`config.mk`:
```
export PLATFORM = sky130hd
export DESIGN_NAME = pwm_timer16
export DESIGN_NICKNAME = d
export VERILOG_FILES = /design/src/rtl/pwm_timer_pkg.sv /design/src/rtl/timer_mode_decode.sv /design/src/rtl/timer_counter.sv /design/src/rtl/timer_cmp_unit.sv /design/src/rtl/pwm_timer16.sv
export SDC_FILE = /design/constraint.sdc
export NUM_CORES = 1
export LEC_CHECK = 0
export CAP_MARGIN = 20
export CORE_MARGIN = 4
export CORE_UTILIZATION = 25
export DETAILED_ROUTE_END_ITERATION = 16
export GPL_TIMING_DRIVEN = 0
export PLACE_DENSITY = 0.4
export SLEW_MARGIN = 20
export SYNTH_ARGS = -nofsm -noshare
export SYNTH_HDL_FRONTEND = slang
export SYNTH_SLANG_ARGS = --single-unit
```
`constraint.sdc`:
```
create_clock -name clk -period 10.9 [get_ports clk]
set_input_delay 2.18 -clock clk [delete_from_list [all_inputs] [get_ports clk]]
set_output_delay 2.18 -clock clk [all_outputs]
set_load 0.02 [all_outputs]
```
`src/rtl/pwm_timer_pkg.sv`:
```
package pwm_timer_pkg;
  typedef enum logic [2:0] {K_NORMAL, K_CTC, K_FAST, K_DUAL, K_HOLD} kind_e;
  typedef enum logic [2:0] {T_FULL, T_8, T_9, T_10, T_CMPA, T_CAPT} topsrc_e;
  typedef enum logic [1:0] {U_IMM, U_TOP, U_BOT} upd_e;
  typedef enum logic [1:0] {F_MAX, F_TOP, F_BOT} flag_e;

  typedef struct packed {
    kind_e   kind;
    topsrc_e src;
    upd_e    upd;
    flag_e   flg;
  } mode_cfg_t;

  function automatic mode_cfg_t decode_mode(input logic [3:0] m);
    mode_cfg_t c;
    case (m)
      4'd0:    c = '{K_NORMAL, T_FULL, U_IMM, F_MAX};
      4'd1:    c = '{K_DUAL,   T_8,    U_TOP, F_BOT};
      4'd2:    c = '{K_DUAL,   T_9,    U_TOP, F_BOT};
      4'd3:    c = '{K_DUAL,   T_10,   U_TOP, F_BOT};
      4'd4:    c = '{K_CTC,    T_CMPA, U_IMM, F_MAX};
      4'd5:    c = '{K_FAST,   T_8,    U_BOT, F_TOP};
      4'd6:    c = '{K_FAST,   T_9,    U_BOT, F_TOP};
      4'd7:    c = '{K_FAST,   T_10,   U_BOT, F_TOP};
      4'd8:    c = '{K_DUAL,   T_CAPT, U_BOT, F_BOT};
      4'd9:    c = '{K_DUAL,   T_CMPA, U_BOT, F_BOT};
      4'd10:   c = '{K_DUAL,   T_CAPT, U_TOP, F_BOT};
      4'd11:   c = '{K_DUAL,   T_CMPA, U_TOP, F_BOT};
      4'd12:   c = '{K_CTC,    T_CAPT, U_IMM, F_MAX};
      4'd14:   c = '{K_FAST,   T_CAPT, U_BOT, F_TOP};
      4'd15:   c = '{K_FAST,   T_CMPA, U_BOT, F_TOP};
      default: c = '{K_HOLD,   T_FULL, U_IMM, F_MAX};
    endcase
    return c;
  endfunction
endpackage

```
`src/rtl/timer_mode_decode.sv`:
```
module timer_mode_decode import pwm_timer_pkg::*; (
  input  logic [3:0] mode,
  output kind_e      kind,
  output topsrc_e    src,
  output upd_e       upd,
  output flag_e      flg
);
  mode_cfg_t cfg;

  always_comb begin
    cfg  = decode_mode(mode);
    kind = cfg.kind;
    src  = cfg.src;
    upd  = cfg.upd;
    flg  = cfg.flg;
  end
endmodule

```
`src/rtl/timer_counter.sv`:
```
module timer_counter import pwm_timer_pkg::*; #(
  parameter int W = 16
) (
  input  logic         clk,
  input  logic         rst,
  input  logic         tick,
  input  kind_e        kind,
  input  logic [W-1:0] top_val,
  output logic [W-1:0] count,
  output logic         dir_up,
  output logic         at_top,
  output logic         at_bot,
  output logic         at_max
);
  logic [W-1:0] nxt;
  logic         nxt_up;

  assign at_top = tick && (count == top_val);
  assign at_bot = tick && (count == '0);
  assign at_max = tick && (count == '1);

  always_comb begin
    nxt    = count;
    nxt_up = dir_up;
    if (tick) begin
      case (kind)
        K_NORMAL: begin nxt = count + 1'b1; nxt_up = 1'b1; end
        K_CTC: begin
          nxt    = (count == top_val) ? '0 : count + 1'b1;
          nxt_up = 1'b1;
        end
        K_FAST: begin
          nxt    = (count >= top_val) ? '0 : count + 1'b1;
          nxt_up = 1'b1;
        end
        K_DUAL: begin
          if (dir_up) begin
            if (count >= top_val) begin
              nxt_up = 1'b0;
              nxt    = (count == '0) ? '0 : count - 1'b1;
            end else begin
              nxt = count + 1'b1;
            end
          end else if (count == '0) begin
            nxt_up = 1'b1;
            nxt    = (top_val == '0) ? '0 : W'(1);
          end else begin
            nxt = count - 1'b1;
          end
        end
        default: ;
      endcase
    end
  end

  always_ff @(posedge clk) begin
    if (rst) begin
      count  <= '0;
      dir_up <= 1'b1;
    end else begin
      count  <= nxt;
      dir_up <= nxt_up;
    end
  end

  AST_HOLD_NO_TICK: assert property (@(posedge clk) disable iff (rst)
    !tick |=> $stable(count));
  AST_NORMAL_STEP: assert property (@(posedge clk) disable iff (rst)
    (tick && kind == K_NORMAL) |=> count == W'($past(count) + 1'b1));
  AST_CTC_CLEAR: assert property (@(posedge clk) disable iff (rst)
    (tick && kind == K_CTC && count == top_val) |=> count == '0);
  AST_FAST_RESTART: assert property (@(posedge clk) disable iff (rst)
    (tick && kind == K_FAST && count >= top_val) |=> count == '0);
  AST_DUAL_TURN: assert property (@(posedge clk) disable iff (rst)
    (tick && kind == K_DUAL && dir_up && count >= top_val && count != '0)
      |=> (!dir_up && count == W'($past(count) - 1'b1)));
endmodule

```
`src/rtl/timer_cmp_unit.sv`:
```
module timer_cmp_unit import pwm_timer_pkg::*; #(
  parameter int W = 16
) (
  input  logic         clk,
  input  logic         rst,
  input  logic         tick,
  input  kind_e        kind,
  input  upd_e         upd,
  input  logic         dir_up,
  input  logic         at_top,
  input  logic         at_bot,
  input  logic [W-1:0] count,
  input  logic         wr_en,
  input  logic [W-1:0] wr_data,
  output logic [W-1:0] act,
  output logic         match,
  output logic         pwm
);
  logic [W-1:0] shadow_q;
  logic         hit;
  logic         upd_ev;

  assign hit = tick && (count == act);

  always_comb begin
    case (upd)
      U_TOP:   upd_ev = at_top;
      U_BOT:   upd_ev = at_bot;
      default: upd_ev = 1'b0;
    endcase
  end

  always_ff @(posedge clk) begin
    if (rst) begin
      shadow_q <= '0;
      act      <= '0;
      match    <= 1'b0;
      pwm      <= 1'b0;
    end else begin
      match <= hit;
      if (wr_en) shadow_q <= wr_data;
      if (upd == U_IMM) act <= wr_en ? wr_data : shadow_q;
      else if (upd_ev)  act <= shadow_q;
      case (kind)
        K_FAST: begin
          if (hit)         pwm <= 1'b0;
          else if (at_bot) pwm <= 1'b1;
        end
        K_DUAL:         if (hit) pwm <= !dir_up;
        K_NORMAL, K_CTC: if (hit) pwm <= !pwm;
        default: ;
      endcase
    end
  end

  AST_MATCH_AFTER_TICK: assert property (@(posedge clk) disable iff (rst)
    match |-> $past(tick));
  AST_IMM_TAKES: assert property (@(posedge clk) disable iff (rst)
    (upd == U_IMM && wr_en) |=> act == $past(wr_data));
  AST_BUF_HOLDS: assert property (@(posedge clk) disable iff (rst)
    (upd != U_IMM && !upd_ev) |=> $stable(act));
endmodule

```
`src/rtl/pwm_timer16.sv`:
```
module pwm_timer16 import pwm_timer_pkg::*; #(
  parameter int W = 16
) (
  input  logic         clk,
  input  logic         rst,
  input  logic         tick,
  input  logic [3:0]   mode,
  input  logic [W-1:0] wr_data,
  input  logic         wr_cmp_a,
  input  logic         wr_cmp_b,
  input  logic         wr_capt,
  input  logic         ovf_clr,
  output logic [W-1:0] count,
  output logic         pwm_a,
  output logic         pwm_b,
  output logic         match_a,
  output logic         match_b,
  output logic         ovf_flag
);
  localparam int NCH = 2;
  localparam logic [W-1:0] TOP8  = W'(255);
  localparam logic [W-1:0] TOP9  = W'(511);
  localparam logic [W-1:0] TOP10 = W'(1023);

  kind_e   kind;
  topsrc_e src;
  upd_e    upd;
  flag_e   flg;
  logic         tick_eff, dir_up, at_top, at_bot, at_max, ovf_set;
  logic [W-1:0] top_val, capt_q;
  logic [NCH-1:0]        wr_v, match_v, pwm_v;
  logic [NCH-1:0][W-1:0] act_v;

  timer_mode_decode u_dec (.mode(mode), .kind(kind), .src(src), .upd(upd), .flg(flg));

  assign tick_eff = tick && (kind != K_HOLD);

  always_comb begin
    case (src)
      T_8:     top_val = TOP8;
      T_9:     top_val = TOP9;
      T_10:    top_val = TOP10;
      T_CMPA:  top_val = act_v[0];
      T_CAPT:  top_val = capt_q;
      default: top_val = '1;
    endcase
  end

  always_ff @(posedge clk) begin
    if (rst)          capt_q <= '0;
    else if (wr_capt) capt_q <= wr_data;
  end

  timer_counter #(.W(W)) u_cnt (
    .clk(clk), .rst(rst), .tick(tick_eff), .kind(kind), .top_val(top_val),
    .count(count), .dir_up(dir_up), .at_top(at_top), .at_bot(at_bot), .at_max(at_max)
  );

  assign wr_v = {wr_cmp_b, wr_cmp_a};

  for (genvar ch = 0; ch < NCH; ch++) begin : g_ch
    timer_cmp_unit #(.W(W)) u_cmp (
      .clk(clk), .rst(rst), .tick(tick_eff), .kind(kind), .upd(upd), .dir_up(dir_up),
      .at_top(at_top), .at_bot(at_bot), .count(count), .wr_en(wr_v[ch]),
      .wr_data(wr_data), .act(act_v[ch]), .match(match_v[ch]), .pwm(pwm_v[ch])
    );
  end

  assign pwm_a   = pwm_v[0];
  assign pwm_b   = pwm_v[1];
  assign match_a = match_v[0];
  assign match_b = match_v[1];

  always_comb begin
    case (flg)
      F_TOP:   ovf_set = at_top;
      F_BOT:   ovf_set = at_bot;
      default: ovf_set = at_max;
    endcase
  end

  always_ff @(posedge clk) begin
    if (rst)          ovf_flag <= 1'b0;
    else if (ovf_set) ovf_flag <= 1'b1;
    else if (ovf_clr) ovf_flag <= 1'b0;
  end

  AST_OVF_SET_WINS: assert property (@(posedge clk) disable iff (rst)
    ovf_set |=> ovf_flag);
  AST_OVF_CLEARS: assert property (@(posedge clk) disable iff (rst)
    (ovf_clr && !ovf_set) |=> !ovf_flag);
  AST_RESERVED_FREEZE: assert property (@(posedge clk) disable iff (rst)
    (mode == 4'd13) |=> ($stable(count) && $stable(pwm_a) && $stable(pwm_b)
                         && !match_a && !match_b));
endmodule

```
[Word-level counts from Yosys, hierarchy flattened]
Memory sizes are Yosys's and may differ from the RTL's.
Index checks and enable logic that the tools add are counted.
Word-level totals
  memories kept: 1
  bits in registers: 102
  output and inout port bits: 21
  input bits: 27
  bits in read-only memories: 160
Operators by class
  add/subtract/negate cells: 2
  reduce and logical (&&, ||, !) cells: 24
  mux-type cells: 32
  magnitude comparators: 1
  eq/ne operators: 23
Memory list
  (no name shown): words 16, bits a word 10, rd ports 1, clocked after Yosys merged registers in 0, write ports 0, line pwm_timer_pkg.sv:16  | case (m)
Operators by type and width (number)
  $mux 16: 12
  $pmux 16 s5: 1
  $pmux 16 s4: 1
  $eq 16x16->1: 3
  $logic_not 16->1: 2
  $add 16x1->16 const B: 1
  $eq 16x16->1 const B: 1
  $ge 16x16->1: 1
  $sub 16x1->16 const B: 1
  $mux 1: 13
  $eq 3x2->1 const B: 4
  $ne 2x1->1 const B: 4
  $reduce_and 4->1: 2
  $eq 3x1->1 const B: 2
  $eq 3x3->1 const B: 2
  $logic_and 1x1->1: 6
  $ne 3x2->1 const B: 2
  $pmux 1 s2: 3
  $pmux 1 s3: 2
  $reduce_bool 2->1: 3
  $eq 2x1->1 const B: 2
  $eq 2x2->1 const B: 2
  $reduce_and 2->1: 2
  $reduce_bool 4->1: 1
  other kinds (7): 9

[Logic depth before layout (Yosys ltp)]
An unclocked memory read counts as a cell.
  depth after elaboration: 8
  depth in mapped cells: 16

[Hierarchy]
Synthesis repeated with hierarchy kept, for this count alone.
Unflattened totals
  cell total of the unflattened synthesis: 782
  area total of the unflattened synthesis: 6959.2 µm²
By module, submodules not included
  timer_cmp_unit: cells each 175, times used 2, area an instance 1742.9 µm²
  timer_counter: cells each 296, times used 1, area an instance 2209.6 µm²
  pwm_timer16: cells each 108, times used 1, area an instance 1047.3 µm²
  timer_mode_decode: cells each 28, times used 1, area an instance 216.5 µm²

[Worst setup path before layout]
Ideal clock, no wire load.
  kind: in2reg
  from: in mode[2]
  to: reg u_cnt.count[6]
  stages: 14
  setup slack: 5.587 ns
  data required time: 10.805 ns
  setup time: 0.095 ns
  data arrival time: 5.217 ns
  cells stage by stage: clkbuf_1 nor2b_1 nor2_1 a21oi_1 o22ai_1 ha_1 a21o_1 a221oi_1 o22a_1 nand2_1 o22ai_2 buf_6 nand3_1 a221oi_1
On the way
  longest elaborated chain between the ends: 7
RTL lines
  from (decl): line pwm_timer16.sv:7  | input logic [3:0] mode,
  $mem_v2 16x10 *
  $eq 3x3->1 (tied with other cells): line pwm_timer16.sv:39  | case (src)
  $pmux 16 s5: line pwm_timer16.sv:39
  $ge 16x16->1: line timer_counter.sv:33, timer_counter.sv:38
  $mux 16: line timer_counter.sv:38  | if (count >= top_val) begin
  $mux 16: line timer_counter.sv:37  | if (dir_up) begin
  $pmux 16 s4: line timer_counter.sv:26  | case (kind)
  to (signal assigned): line timer_counter.sv:61  | count <= nxt;
  to (decl): line timer_counter.sv:9  | output logic [W-1:0] count,
Every way passes the cells marked *; elsewhere a longest branch is shown, timed or not.
A chain may end at the register's enable or synchronous reset.

[Final worst setup path]
Same ends and word-level chain as after synthesis.

==> qor.txt <==
Post-layout util = 0.3027
Critical R2R Capture = u_cnt.count[11]
R2R depth = 12
Reg2reg start = capt_q[15]
Outcome = finished clean
Final Setup Violations = 0
Area taken by multi-input logic gates = 3789 um2
Pre-CTS setup slack = 3896 ps
Met1 Use GR = 0.2272
Synth warn = 0
Share of layout cells above drive strength 1 = 0.07497
I/O Buffers = 43
Final setup TNS = 0 ps
Top post-synthesis cells by area = dfxtp_1 (33%), a211oi_1 (8.9%), mux2i_1 (8.0%), ha_1 (5.2%), xnor2_1 (5.2%)
Clk pin slew, worst setup/hold paths = 80 ps
Crit path max fanout = 10
Synth area leader = dfxtp_1
Largest net degree at the start of global routing = 22
Part of the cycle the worst path needs = 0.6131
Met2 Usage GRT = 0.2805
Syn_area_per_cell = 8.561 um2
Hold Crit Class = reg2reg
Setup crit end = u_cnt.count[6]
Total congestion overflow = 0
Rows = 57
Synth unique cells = 69
Peak VDD IR = 0.07416 mV
Initial core utilization = 0.2555
Clk buf depth = 2
Setup crit start = mode[2]
Compound-Gate Fraction of Synth Area = 0.2144
Post-synthesis mux area share = 0.08211
Synth Area in XOR/XNOR = 0.05481
Async SR Flop Fraction = 0
H-tree levels = 3
Final Slew Violations = 0
Post-synthesis sequential area ratio = 0.3276
TritonRoute pass-1 iters = 4
GR peak layer = met2
Clk_skew = 12.69 ps
Synth Area in Simple Gates = 0.2044
Post-DRT Antenna Nets = 0
Worst Path Required = 11170 ps
CP endpoint kind = register
Total CTS buffers = 9
Initial antenna violation count = 0
CTS tree = built
LEAKAGE = 2.761 nW
Clk sink count = 102
PwrDens = 145.2 nW/um2
Hold Buf Count CTS = 0
Core area = 24390 um2
DRC viols = 0
Relative slew slack = 0.3812
Post-CTS setup buffer count = 0
Register bit total from synthesis = 102
Worst-margin pin slew = 928.2 ps
WL per Instance = 22.03 um
DIE AREA = 27520 um2
Via count = 5912
Clk root buf = clkbuf_16
Mapped Area = 6232 um2
Syn_nets = 781
Total I/O pin count = 48
Overall Global Routing Usage = 0.1731
Max Cap Viol = 0
EDFF count, synth = 0
Final WS setup = 4217 ps
Area Overhead vs Synth = 18.47%
Diode count = 0
Post-DR vias/cell = 5.321
Max Clk Rate = 149.6 MHz
Die height = 165.9 um
Post-cts resize count = 0
Fillers = 2612
Initial DRC count = 373
R2r setup slk = 7290 ps
Worst EP arrival = 6950 ps
Largest family of logic cells by synthesized area = compound AO/OA/AOI/OAI gates
Final WL = 24470 um
Worst skew pair latency = 360 ps
Synth Area in Adders = 0.05220
CP Launch Type = input pin
Period minus WS final = 6683 ps
Die Wd = 165.9 um
Post-Synthesis Cells = 728
Count leader, synth = dfxtp_1
RSZ-0062 raised after global routing = no
Main synth FF type = dfxtp_1
Fin. Hold Viols = 0
Vias in the first global route = 6013
Commonest cells post-synth = dfxtp_1 (102), nor2_1 (79), a211oi_1 (74)
M3 GR Usage = 0.02785
Storage element area = 2042 um2
Global-route wire length before repair = 36800 um
Gpl congestion = 0.8855
Synth top area share = 0.3276
HPWL reported at the end of detailed placement = 18420 um
NumNets Final = 835
Setup CP Type = in2reg
[registers in the layout, indices dropped and copies added, names as in the netlist]
signal               flops
g_ch.u_cmp.act          32
g_ch.u_cmp.shadow_q     32
capt_q                  16
u_cnt.count             16
g_ch.u_cmp.match         2
g_ch.u_cmp.pwm           2
ovf_flag                 1
u_cnt.dir_up             1
[where the power goes]
part / internal [mW] / switching, mW
combinational: 0.119 / 0.176
sequential: 0.401 / 0.0295
clock: 0.166 / 0.181
[worst min-delay path by stage]
stage                                           from                    endpoint  cells after the start
after CTS                                 capt_q[11]                  capt_q[11]                      2
after detailed placement                   capt_q[3]                   capt_q[3]                      2
after floorplan                           capt_q[10]                  capt_q[10]                      2
final                                     capt_q[11]                  capt_q[11]                      2
after global placement                     capt_q[3]                   capt_q[3]                      2
after global routing      g_ch[1].u_cmp.shadow_q[11]  g_ch[1].u_cmp.shadow_q[11]                      2
[placed cells by master (no fill, tap or decap), types with 4 or more instances in the layout]
| cell | synthesis | layout |
|---|---|---|
| o22ai_1 | 10 | 10 |
| and3_1 | 6 | 6 |
| or3_1 | 7 | 7 |
| clkbuf_1 | 33 | 33 |
| a211oi_1 | 74 | 74 |
| buf_2 | 7 | 7 |
| nand2_1 | 37 | 37 |
| nand3_1 | 17 | 17 |
| buf_6 | 9 | 9 |
| nor4_1 | 8 | 8 |
| clkdlybuf4s50_1 | 0 | 43 |
| ha_1 | 26 | 26 |
| nor2b_1 | 34 | 34 |
| a21oi_1 | 33 | 33 |
| nand2b_1 | 4 | 4 |
| nand4_1 | 22 | 22 |
| buf_4 | 9 | 9 |
| o21a_1 | 7 | 7 |
| o21ai_0 | 12 | 12 |
| dfxtp_1 | 102 | 102 |
| a221oi_1 | 7 | 7 |
| nor3_1 | 13 | 13 |
| inv_1 | 13 | 13 |
| mux2i_1 | 50 | 50 |
| a22oi_1 | 4 | 4 |
| nor2_1 | 79 | 79 |
| clkbuf_16 | 0 | 9 |
| or3_4 | 4 | 4 |
| xnor2_1 | 37 | 37 |
[layout make-up]
type	count	area share
buffer	62	0.04728
clock buffer	9	0.03050
clock inverter	7	0.01220
inverter	14	0.007117
multi-input combinational	550	0.5131
sequential	102	0.2766
tap	324	0.05491
timing repair buffer	43	0.05830
[per-stage QoR]
step / power, mW / hold WS, ps / cell area [um2] / instances
floorplan: 0.6279 / 460.2 / 6232 / 728
global placement: 0.7290 / 484.5 / 7068 / 1095
detailed placement: 0.7317 / 493.7 / 7068 / 1095
CTS: 1.080 / 519.0 / 7383 / 1111
global route: 1.122 / 559.2 / 7383 / 1111
finish: 1.072 / 507.0 / 7383 / 1111
[metal layers]
layer | wire length, um | part of all wire | vias up
met5 | 0 | 0 | -
met4 | 1014 | 0.041 | 0
met3 | 1045 | 0.043 | 48
met2 | 11250 | 0.46 | 173
met1 | 11160 | 0.46 | 2893
li1 | - | - | 2798
[critical path, cell delays in order]
cell	delay [ps]
clkdlybuf4s50_1	550
clkbuf_1	370
nor2b_1	220
nor2_1	70
a21oi_1	590
o22ai_1	280
ha_1	370
a21o_1	190
a221oi_1	530
o22a_1	340
nand2_1	150
o22ai_2	510
buf_6	240
nand3_1	90
a221oi_1	270
[logic make-up (layout without fill, tap and decap cells)]
| group | after synthesis | count (layout) |
|---|---|---|
| mux | 51 | 51 |
| buf+inv | 76 | 135 |
| xor+xnor | 39 | 39 |
| compound gates | 186 | 186 |
| fa+ha+maj | 26 | 26 |
| simple gates | 248 | 248 |
| flops | 102 | 102 |
Power figures use the tool's default switching activity.
